==> config.mk <==
export PLATFORM = sky130hd
export DESIGN_NAME = booth_mul_seq
export DESIGN_NICKNAME = d
export VERILOG_FILES = /design/src/rtl/booth_pkg.sv /design/src/rtl/booth_recode.sv /design/src/rtl/booth_addsub.sv /design/src/rtl/booth_seq_ctrl.sv /design/src/rtl/booth_mul_seq.sv
export SDC_FILE = /design/constraint.sdc
export NUM_CORES = 1
export LEC_CHECK = 0
export BUFFER_PORTS_ARGS = -buffer_cell sky130_fd_sc_hd__buf_2
export CORE_MARGIN = 2
export CORE_UTILIZATION = 55
export CTS_BUF_LIST = sky130_fd_sc_hd__clkbuf_4
export DETAILED_ROUTE_END_ITERATION = 10
export GPL_ROUTABILITY_DRIVEN = 0
export PLACE_DENSITY_LB_ADDON = 0.1
export REMOVE_ABC_BUFFERS = 1
export SLEW_MARGIN = 10
export SYNTH_ARGS = -nofsm -noshare
export SYNTH_HDL_FRONTEND = slang
export SYNTH_SLANG_ARGS = --single-unit
export TNS_END_PERCENT = 10
==> constraint.sdc <==
create_clock -name clk -period 8.25 [get_ports clk]
set_clock_uncertainty 0.1 [all_clocks]
set_input_delay 0 -clock clk [delete_from_list [all_inputs] [get_ports clk]]
set_output_delay 0 -clock clk [all_outputs]
set_load 0.005 [all_outputs]
==> src/rtl/booth_pkg.sv <==
package booth_pkg;
  // Action chosen by one recoding step
  typedef enum logic [1:0] {
    BOOTH_HOLD = 2'd0,
    BOOTH_ADD  = 2'd1,
    BOOTH_SUB  = 2'd2
  } booth_op_e;
endpackage

==> src/rtl/booth_recode.sv <==
module booth_recode
  import booth_pkg::*;
(
  input  logic      cur_bit,
  input  logic      prev_bit,
  output booth_op_e op
);
  // pair {cur,prev}: 10 starts a run of ones, 01 ends one
  always_comb begin
    unique case ({cur_bit, prev_bit})
      2'b10:   op = BOOTH_SUB;
      2'b01:   op = BOOTH_ADD;
      default: op = BOOTH_HOLD;
    endcase
  end
endmodule

==> src/rtl/booth_addsub.sv <==
module booth_addsub
  import booth_pkg::*;
#(
  parameter int OP_W = 32
) (
  input  logic [OP_W-1:0] acc,
  input  logic [OP_W-1:0] addend,
  input  booth_op_e       op,
  output logic [OP_W:0]   sum
);
  localparam int EXT_W = OP_W + 1;

  logic [EXT_W-1:0] acc_x;
  logic [EXT_W-1:0] add_x;

  // one guard bit keeps the true sign when the magnitude reaches 2^(OP_W-1)
  assign acc_x = {acc[OP_W-1], acc};
  assign add_x = {addend[OP_W-1], addend};

  always_comb begin
    unique case (op)
      BOOTH_ADD: sum = acc_x + add_x;
      BOOTH_SUB: sum = acc_x + ~add_x + EXT_W'(1);
      default:   sum = acc_x;
    endcase
  end
endmodule

==> src/rtl/booth_seq_ctrl.sv <==
module booth_seq_ctrl #(
  parameter int STEPS = 32
) (
  input  logic clk,
  input  logic rst,
  input  logic start,
  output logic accept,
  output logic step_en,
  output logic busy,
  output logic done
);
  localparam int CNT_W = (STEPS > 1) ? $clog2(STEPS) : 1;
  localparam logic [CNT_W-1:0] LAST = CNT_W'(STEPS - 1);

  logic [CNT_W-1:0] cnt_q;
  logic             busy_q;
  logic             done_q;
  logic             last_step;

  assign accept    = start & ~busy_q;
  assign step_en   = busy_q;
  assign last_step = busy_q & (cnt_q == LAST);

  always_ff @(posedge clk) begin
    if (rst) begin
      busy_q <= 1'b0;
      done_q <= 1'b0;
      cnt_q  <= '0;
    end else begin
      done_q <= last_step;
      if (accept) begin
        busy_q <= 1'b1;
        cnt_q  <= '0;
      end else if (last_step) begin
        busy_q <= 1'b0;
      end else if (busy_q) begin
        cnt_q <= cnt_q + CNT_W'(1);
      end
    end
  end

  assign busy = busy_q;
  assign done = done_q;
endmodule

==> src/rtl/booth_mul_seq.sv <==
module booth_mul_seq
  import booth_pkg::*;
#(
  parameter int OP_W = 32
) (
  input  logic              clk,
  input  logic              rst,
  input  logic              start,
  input  logic [OP_W-1:0]   mcand,
  input  logic [OP_W-1:0]   mplier,
  output logic              busy,
  output logic              done,
  output logic [2*OP_W-1:0] product
);
  localparam int PROD_W = 2 * OP_W;

  logic [PROD_W-1:0] prod_q;
  logic [OP_W-1:0]   mcand_q;
  logic              prev_q;
  logic              accept;
  logic              step_en;
  booth_op_e         step_op;
  logic [OP_W:0]     step_sum;

  booth_seq_ctrl #(.STEPS(OP_W)) u_ctrl (
    .clk     (clk),
    .rst     (rst),
    .start   (start),
    .accept  (accept),
    .step_en (step_en),
    .busy    (busy),
    .done    (done)
  );

  booth_recode u_recode (
    .cur_bit  (prod_q[0]),
    .prev_bit (prev_q),
    .op       (step_op)
  );

  booth_addsub #(.OP_W(OP_W)) u_addsub (
    .acc    (prod_q[PROD_W-1:OP_W]),
    .addend (mcand_q),
    .op     (step_op),
    .sum    (step_sum)
  );

  // The upper half takes the add/subtract result. Then the whole register
  // shifts right once, and the guard bit of the sum is the bit shifted in.
  always_ff @(posedge clk) begin
    if (rst) begin
      prod_q  <= '0;
      mcand_q <= '0;
      prev_q  <= 1'b0;
    end else if (accept) begin
      prod_q  <= {{OP_W{1'b0}}, mplier};
      mcand_q <= mcand;
      prev_q  <= 1'b0;
    end else if (step_en) begin
      prod_q  <= {step_sum, prod_q[OP_W-1:1]};
      prev_q  <= prod_q[0];
    end
  end

  assign product = prod_q;
endmodule

; ---- After elaboration in Yosys (flattened, before gate mapping)
; Index checks and enable logic that the tools add are counted.
[op_classes]
add_sub_neg = 4
n_mux = 6
eq_ne = 5
bitwise = 5
n_reduce_logical = 6
[op_table]
columns = cell, count
row1 = $pmux 33 s2, 1
row2 = $mux 32, 2
row3 = $add 32x32->33, 1
row4 = $add 33x1->33 const B, 1
row5 = $add 33x33->33, 1
row6 = $not 33->33, 1
row7 = $reduce_bool 2->1, 3
row8 = $add 5x1->5 const B, 1
row9 = $eq 5x5->1 const B, 1
row10 = $eq 2x1->1 const B, 2
row11 = $eq 2x2->1 const B, 2
row12 = $pmux 2 s2, 1
row13 = $reduce_and 2->1, 2
row14 = $and 1x1->1, 2
row15 = $mux 1, 2
row16 = $not 1->1, 2
row17 = $reduce_or 2->1, 1
[totals]
output_inout_bits = 66
wordCells = 34
in_bits = 67
reg_bits = 104

; ---- Depth between registers and ports, before layout
; Gate-level depths: netlist of run 1.
[logic_depth]
ltp_word = 6
depth_mapped = 13

; ---- Hierarchy
; Synthesis of run 1 repeated with hierarchy kept, for this count alone.
[hier_totals]
hier_cells = 1033
area_unflattened_um2 = 8425.6
[by_module_without_submodules]
columns = mod, n_inst, cells_per_inst, area_each_um2
row1 = booth_addsub, 1, 637, 4232.8
row2 = booth_mul_seq, 1, 353, 3773.6
row3 = booth_seq_ctrl, 1, 41, 404.1
row4 = booth_recode, 1, 2, 15.0

; ---- Worst setup path before layout of run 1
; Ideal clock, no wire load.
[synth_timing]
path_kind = reg2reg
start = register prod_q[32] (netlist: product[32])
end = register prod_q[57] (netlist: product[57])
slack_ps = 5346
setup_ps = 135
n_path_buf = 0
period_less_slack_ps = 2904
path_stages_with_launch = 14
arrival_ps = 2669
path_cell_list = dfxtp_1 inv_1 ha_1 inv_1 fa_1 a21o_1 a221oi_4 o221ai_2 a41oi_2 o221ai_2 a31o_1 a221o_1 nand3b_1 o311ai_1
[synth_between]
elab_chain_len = 3
word_cells_on_any_way = 4
[synth_lines]
columns = item, line
row1 = from (decl), booth_mul_seq.sv:17  ; logic [PROD_W-1:0] prod_q;
row2 = from (signal assigned), booth_mul_seq.sv:56  ; prod_q <= {{OP_W{1'b0}}, mplier};
row3 = from (signal assigned), booth_mul_seq.sv:60  ; prod_q <= {step_sum, prod_q[OP_W-1:1]};
row4 = $add 33x33->33, booth_addsub.sv:23  ; BOOTH_SUB: sum = acc_x + ~add_x + EXT_W'(1);
row5 = $add 33x1->33, booth_addsub.sv:23
row6 = $pmux 33 s2 *, booth_addsub.sv:21  ; unique case (op)
; Every way passes the cells marked *; elsewhere a longest branch is shown, timed or not.
; A chain may end at the register's enable or synchronous reset.

; ---- Final worst setup path of run 1
; Same ends and word-level chain as after synthesis.

==> results.md, run 1 <==
* Final hold slack at between 20 and 30 ps
* Final slew viol count at 0
* Cell area power density at 128 nW/µm²
* Vias in the first global route at 8214
* Final min period at roughly 3300 ps
* Met2 Use GR at 0.501
* Outcome: finished, final reports clean
* RSZ-0062 raised after global routing: false
* Hold Startpoint: rst
* Number of setup buffers added after CTS at 0
* Die footprint at 16100 µm²
* Fillers at 1295
* Multi-input logic area at approximately 5600 µm²
* Vias per inst at 6.07
* Initial antenna violation count at 1
* Total global-route track usage at 0.314
* Met3 GRT Util at 0.0780
* Critical path peak fanout at 5
* Required @ worst endpoint at around 8600 ps
* Critical-path cell list: inv_1 -> ha_1 -> inv_1 -> fa_1 -> a21o_1 -> a221oi_4 -> o221ai_2 -> a41oi_2 -> o221ai_2 -> a31o_1 -> a221o_1 -> nand3b_1 -> o311ai_1
* Largest net degree at the start of global routing at 69
* Prevailing post-synth register cell: dfxtp_1
* Initial core utilization at 0.567
* Final hold violations at 0
* Share of the synthesized area in the top cell type at 0.251
* Commonest non-fill, non-tap cell in the layout: a21oi_1
* Pleak at between 0.004 and 0.005 µW
* Share of cells above drive strength 1 at 0.155
* Maximum clock frequency at about 310 MHz
* Hold WC Path Type: input port to register
* Die H at between 100 and 150 µm
* Placeable core area at 14600 µm²
* H-tree levels at 3
* Top post-synthesis cells by area: dfxtp_1 (25%), ha_1 (10%), a21oi_1 (8.3%)
* Fin nets at 1380
* HPWL Detailed at 17.1 mm
* Max stage delay cell, worst path: dfxtp_1
* Num CTS Buffers at 9
* Max_cap viols at 0
* Setup TNS at 0 ps
* Area grow syn2layout at 17.2%
* Yosys warning total at 0
* Antenna Nets Post-Route at 0
* Busiest grt layer: met2
* Tcrit/Tclk final at 0.396
* Worst-path clk slew at ~180 ps
* Worst Setup Start Kind: register
* Post-synthesis cell type count at 89
* Critical path arrival at 3570 ps
* Setup crit start: product[32]$_SDFFE_PP0P_
* Residual DRC at 0
* Area of the mapped netlist at 8300 µm²
* GR Layer Usage met1 at 0.417
* Ports at 133
* DR iter-0 viols at 1122
* Worst Max-Slew Pin Slew at 978 ps
* Clock Tree Root: clkbuf_4
* Final wirelength at between 20 and 30 mm
* Register area at ~2100 µm²
* Hold depth at 3
* Post-synth top area cell: dfxtp_1
* Hold Buf Count CTS at 64
* Clock sink total at 104
* Row count at 44
* Drt pass-1 iters at 6
* First-pass GRT wire length at 41.3 mm
* Total number of vias at 8694
* Async S/R FF share, synth at 0
* Reg2reg start: product[32]$_SDFFE_PP0P_
* Syn_area_per_cell at ~7.5 µm²
* Syn Inst Count at 1101
* Most frequent cells in the layout: a21oi_1 (137), nor2_1 (136), buf_2 (132), nand2_1 (106), dfxtp_1 (103)
* CP max stage delay at 390 ps
* Final setup fails at 0
* Max_slew headroom at 0.348
* IO buf count at 132
* DR WL/cell at 17.8 µm
* Worst Setup Path Type: register to register
* CP Capture Type: register
* Clock Latency Late Sink at 510 ps
* Flops & latches, synth at 104
* Worst Reg-to-Reg Cells at 13
* Post-synth EDFFs at 0
* Post-CTS sizing at 0
* CTS tree: built
* Max VDD drop at 98.9 µV
* Clock buffer depth at 2
* Grt ovf at 0
* Die width at 127 µm
* Sequential element share of the synthesized area at 0.251
[Yosys cell counts, types with 9 or more instances]
cell type	n
a211oi_1	11
a21o_1	10
a21oi_1	137
a221oi_1	15
a22oi_1	9
a31oi_1	12
buf_2	13
clkbuf_1	57
dfxtp_1	104
ha_1	68
inv_1	69
mux2i_1	38
nand2_1	106
nand2b_1	12
nand3_1	17
nand4_1	9
nor2_1	136
nor2b_1	18
nor3_1	18
o21ai_0	41
o21bai_1	9
o31ai_1	10
xnor2_1	33
[metal layers]
layer | wire [µm] | share of wire | vias up
li1 | - | - | 4209
met1 | 11100 | 0.43 | 4007
met2 | 11500 | 0.45 | 414
met3 | 2300 | 0.090 | 64
met4 | 712 | 0.028 | 0
met5 | 0 | 0 | -
[sequential cells by signal, summed over array words and instances (netlist names)]
register,cells
product,64
mcand_q,32
u_ctrl.cnt_q,5
prev_q,1
u_ctrl.busy,1
u_ctrl.done,1
[report_power, final]
part	switching, µW	internal [µW]
clock	200	71.0
sequential	31.2	529
combinational	238	172
total	469	772
[path summary, 6_finish.rpt]
kind,endpoint,slack [ps]
setup / recovery,product[57]$_SDFFE_PP0P_,4980
hold / removal,product[17]$_SDFFE_PP0P_,30
setup reg to reg,product[57]$_SDFFE_PP0P_,4980
hold reg to reg,mcand_q[29]$_SDFFE_PP0P_,390
[stage by stage]
step                utilization  std cells  worst slack (ps)  power (µW)  cell area (µm²)
floorplan                     -       1025              3090         827             7970
global placement          0.611       1352              5130         942             8950
detailed placement        0.611       1352              5070         945             8950
CTS                       0.664       1432              5020        1240             9720
global route              0.664       1433              4780        1310             9720
finish                    0.664       1433              4980        1240             9720
[kinds of logic after synthesis]
kind of cell	count (synthesis)	share of synthesized area
flops	104	0.251
xor+xnor	38	0.0401
mux	38	0.0458
fa+ha+maj	70	0.107
simple gates	354	0.198
buf+inv	148	0.0719
compound gates	349	0.286
[cell type report]
class | count | share of cell area
Inverter | 72 | 0.0278
Sequential cell | 104 | 0.215
Clock buffer | 10 | 0.00772
Multi-Input combinational cell | 849 | 0.578
Tap cell | 184 | 0.0237
Antenna cell | 1 | 0.000257
Timing Repair Buffer | 207 | 0.142
Clock inverter | 6 | 0.00541
[worst max-delay path: cells and delay by family (launching register included)]
family / cells / cell delay, ps
buffers and inverters: 2 / 120
DFF: 1 / 390
and+or+nand+nor: 1 / 90
AOI/OAI and AO/OA: 8 / 1930
adders and majority gates: 2 / 530
Power figures use the tool's default switching activity.
==> run 2, diff against run 1 <==
--- a/config.mk
+++ b/config.mk
@@ -7,7 +7,7 @@
 export LEC_CHECK = 0
 export BUFFER_PORTS_ARGS = -buffer_cell sky130_fd_sc_hd__buf_2
 export CORE_MARGIN = 2
-export CORE_UTILIZATION = 55
+export CORE_UTILIZATION = 54
 export CTS_BUF_LIST = sky130_fd_sc_hd__clkbuf_4
 export DETAILED_ROUTE_END_ITERATION = 10
 export GPL_ROUTABILITY_DRIVEN = 0
==> constraint.sdc (replaced) <==
create_clock -name clk -period 2.67 [get_ports clk]
set_clock_uncertainty 0.1 [all_clocks]
set_input_delay 0 -clock clk [delete_from_list [all_inputs] [get_ports clk]]
set_output_delay 0 -clock clk [all_outputs]
set_load 0.005 [all_outputs]
==> results.md, run 2 (same netlist as run 1, synthesis figures left out) <==
* Clock Tree Root: clkbuf_4
* Worst-path clk slew at 180 ps
* RSZ-0062 raised after global routing: true
* Total global-route track usage at 0.341
* Maximum clock frequency at 336 MHz
* Setup crit start: product[32]$_SDFFE_PP0P_
* Switching share of power at 0.355
* Setup TNS at -3020 ps
* Initial core utilization at 0.550
* Clock Latency Late Sink at a little over 500 ps
* Setup crit end: product[57]$_SDFFE_PP0P_
* Area grow syn2layout at 37.6%
* R2r endpoint: product[57]$_SDFFE_PP0P_
* Final setup fails at 20
* Clock buffer depth at 2
* Clk network pwr share at 0.233
* Num CTS Buffers at 9
* Net Switching at between 1500 and 2000 µW
* Critical path arrival at approximately 3300 ps
* Worst Reg-to-Reg Cells at 13
* Worst Max-Slew Pin Slew at 752 ps
* Fin nets at 1563
* Total Power at 4390 µW
* Dpl cells at 1532
* Die width at 128 µm
* Required @ worst endpoint at 2970 ps
* Critical path peak fanout at 3
* Row count at 45
* Antenna Nets Post-Route at 0
* Tcrit/Tclk final at 1.11
* H-tree levels at 3
* First-pass GRT wire length at 45.2 mm
* Total number of vias at 9519
* CTS tree: built
* Worst Setup Path Type: register to register
* Max reg flops at 64
* Most frequent cells in the layout: buf_4 (192), nor2_1 (134), buf_2 (132), a21oi_1 (128), nand2_1 (105)
* DR iter-0 viols at 835
* Cell area power density at 384 nW/µm²
* Final min period at 2970 ps
* Final hold violations at 0
* Commonest non-fill, non-tap cell in the layout: buf_4
* Share of cells above drive strength 1 at 0.305
* Final wirelength at 28.1 mm
* Ports at between 100 and 150
* Vias in the first global route at between 9k and 10k
* Die footprint at 16400 µm²
* Max_slew headroom at 0.499
* Comb pwr share at 0.379
* Initial antenna violation count at 1
* Final slew viol count at 0
* Reg2reg setup slack at -300 ps
* Vias per inst at a little under 6
* Max VDD drop at 271 µV
* Reg2reg start: product[32]$_SDFFE_PP0P_
* Int Power at ~2800 µW
* HPWL Detailed at 20.0 mm
* Pleak at 0.00532 µW
* Outcome: finished, violations left
* Drt pass-1 iters at 5
* Worst Setup Slack, final at -303 ps
* Hold WC Path Type: input port to register
* Max_cap viols at 0
* IO buf count at 132
* Clock sink total at 104
* DR WL/cell at 17.4 µm
* Worst Setup Start Kind: register
* Largest net degree at the start of global routing at 66
* CP Capture Type: register
* Die H at approximately 130 µm
* Failing checks: negative setup slack
* Sequential share of power at 0.388
* Residual DRC at 0
* Non-Filler Instances at 1620
* Grt ovf at 0
* Placeable core area at 15100 µm²
run 2: per-layer routing:
| layer | up-vias | global-route usage | wire length (µm) |
|---|---|---|---|
| li1 | 4563 | - | - |
| met1 | 4452 | 0.442 | 12200 |
| met2 | 433 | 0.573 | 13100 |
| met3 | 71 | 0.0551 | 2030 |
| met4 | 0 | 0.127 | 794 |
| met5 | - | 0 | 0 |
run 2: worst min-delay path by stage:
stage	to	startpoint	slack [ps]	cells after the start
2_1_floorplan	mcand_q[0]$_SDFFE_PP0P_	rst	-30	1
3_3_place_gp	mcand_q[29]$_SDFFE_PP0P_	mcand[29]	140	3
3_5_place_dp	mcand_q[27]$_SDFFE_PP0P_	mcand[27]	150	3
4_1_cts	product[57]$_SDFFE_PP0P_	start	10	7
5_1_grt	product[63]$_SDFFE_PP0P_	start	70	5
6_report	product[57]$_SDFFE_PP0P_	start	40	7
run 2: metrics by stage:
step	utilization	setup WS [ps]	hold WS, ps	instance area (µm²)
after floorplan	-	-2490	-30.9	7970
after global placement	0.681	-431	141	10300
after detailed placement	0.681	-470	148	10300
after CTS	0.749	-302	13.7	11300
after global routing	0.757	-434	70.8	11400
final	0.757	-303	35.2	11400
run 2: layout make-up:
class,instances,area [µm²]
flip-flops and latches,104,2100
clock buffers,10,75.1
well taps,188,235
diodes,1,2.50
inverters,72,270
fillers,1167,3670
repair buffers,390,2760
multi-input cells,849,5870
clock inverters,6,98.8
run 2: critical path: stages, from the launching register on:
cell and delay [ps]:
dfxtp_2 370, inv_2 70, ha_4 130, inv_2 30, fa_2 330, a21o_1 210, a221oi_4 320, o221ai_2 170
a41oi_2 250, o221ai_2 170, a31o_1 260, a221o_1 290, nand3b_1 80, o311ai_1 80
run 2: power groups by stage:
stage	clock [µW]	sequential, µW	combinational [µW]
2_1_floorplan	0	1750	803
3_3_place_gp	0	1730	1420
3_5_place_dp	0	1730	1440
4_1_cts	1040	1700	1580
5_1_grt	1090	1710	1790
6_report	1020	1700	1660
run 2: what timing repair did:
| item | CTS | global route |
|---|---|---|
| hold buffers | 65 | 0 |
| cloned | 0 | 0 |
| setup endpoints to repair | 23 | 25 |
| setup buffers | 4 | 2 |
| hold endpoints to repair | 79 | 0 |
| pin swaps | 34 | 18 |
| gates resized for setup | 48 | 28 |
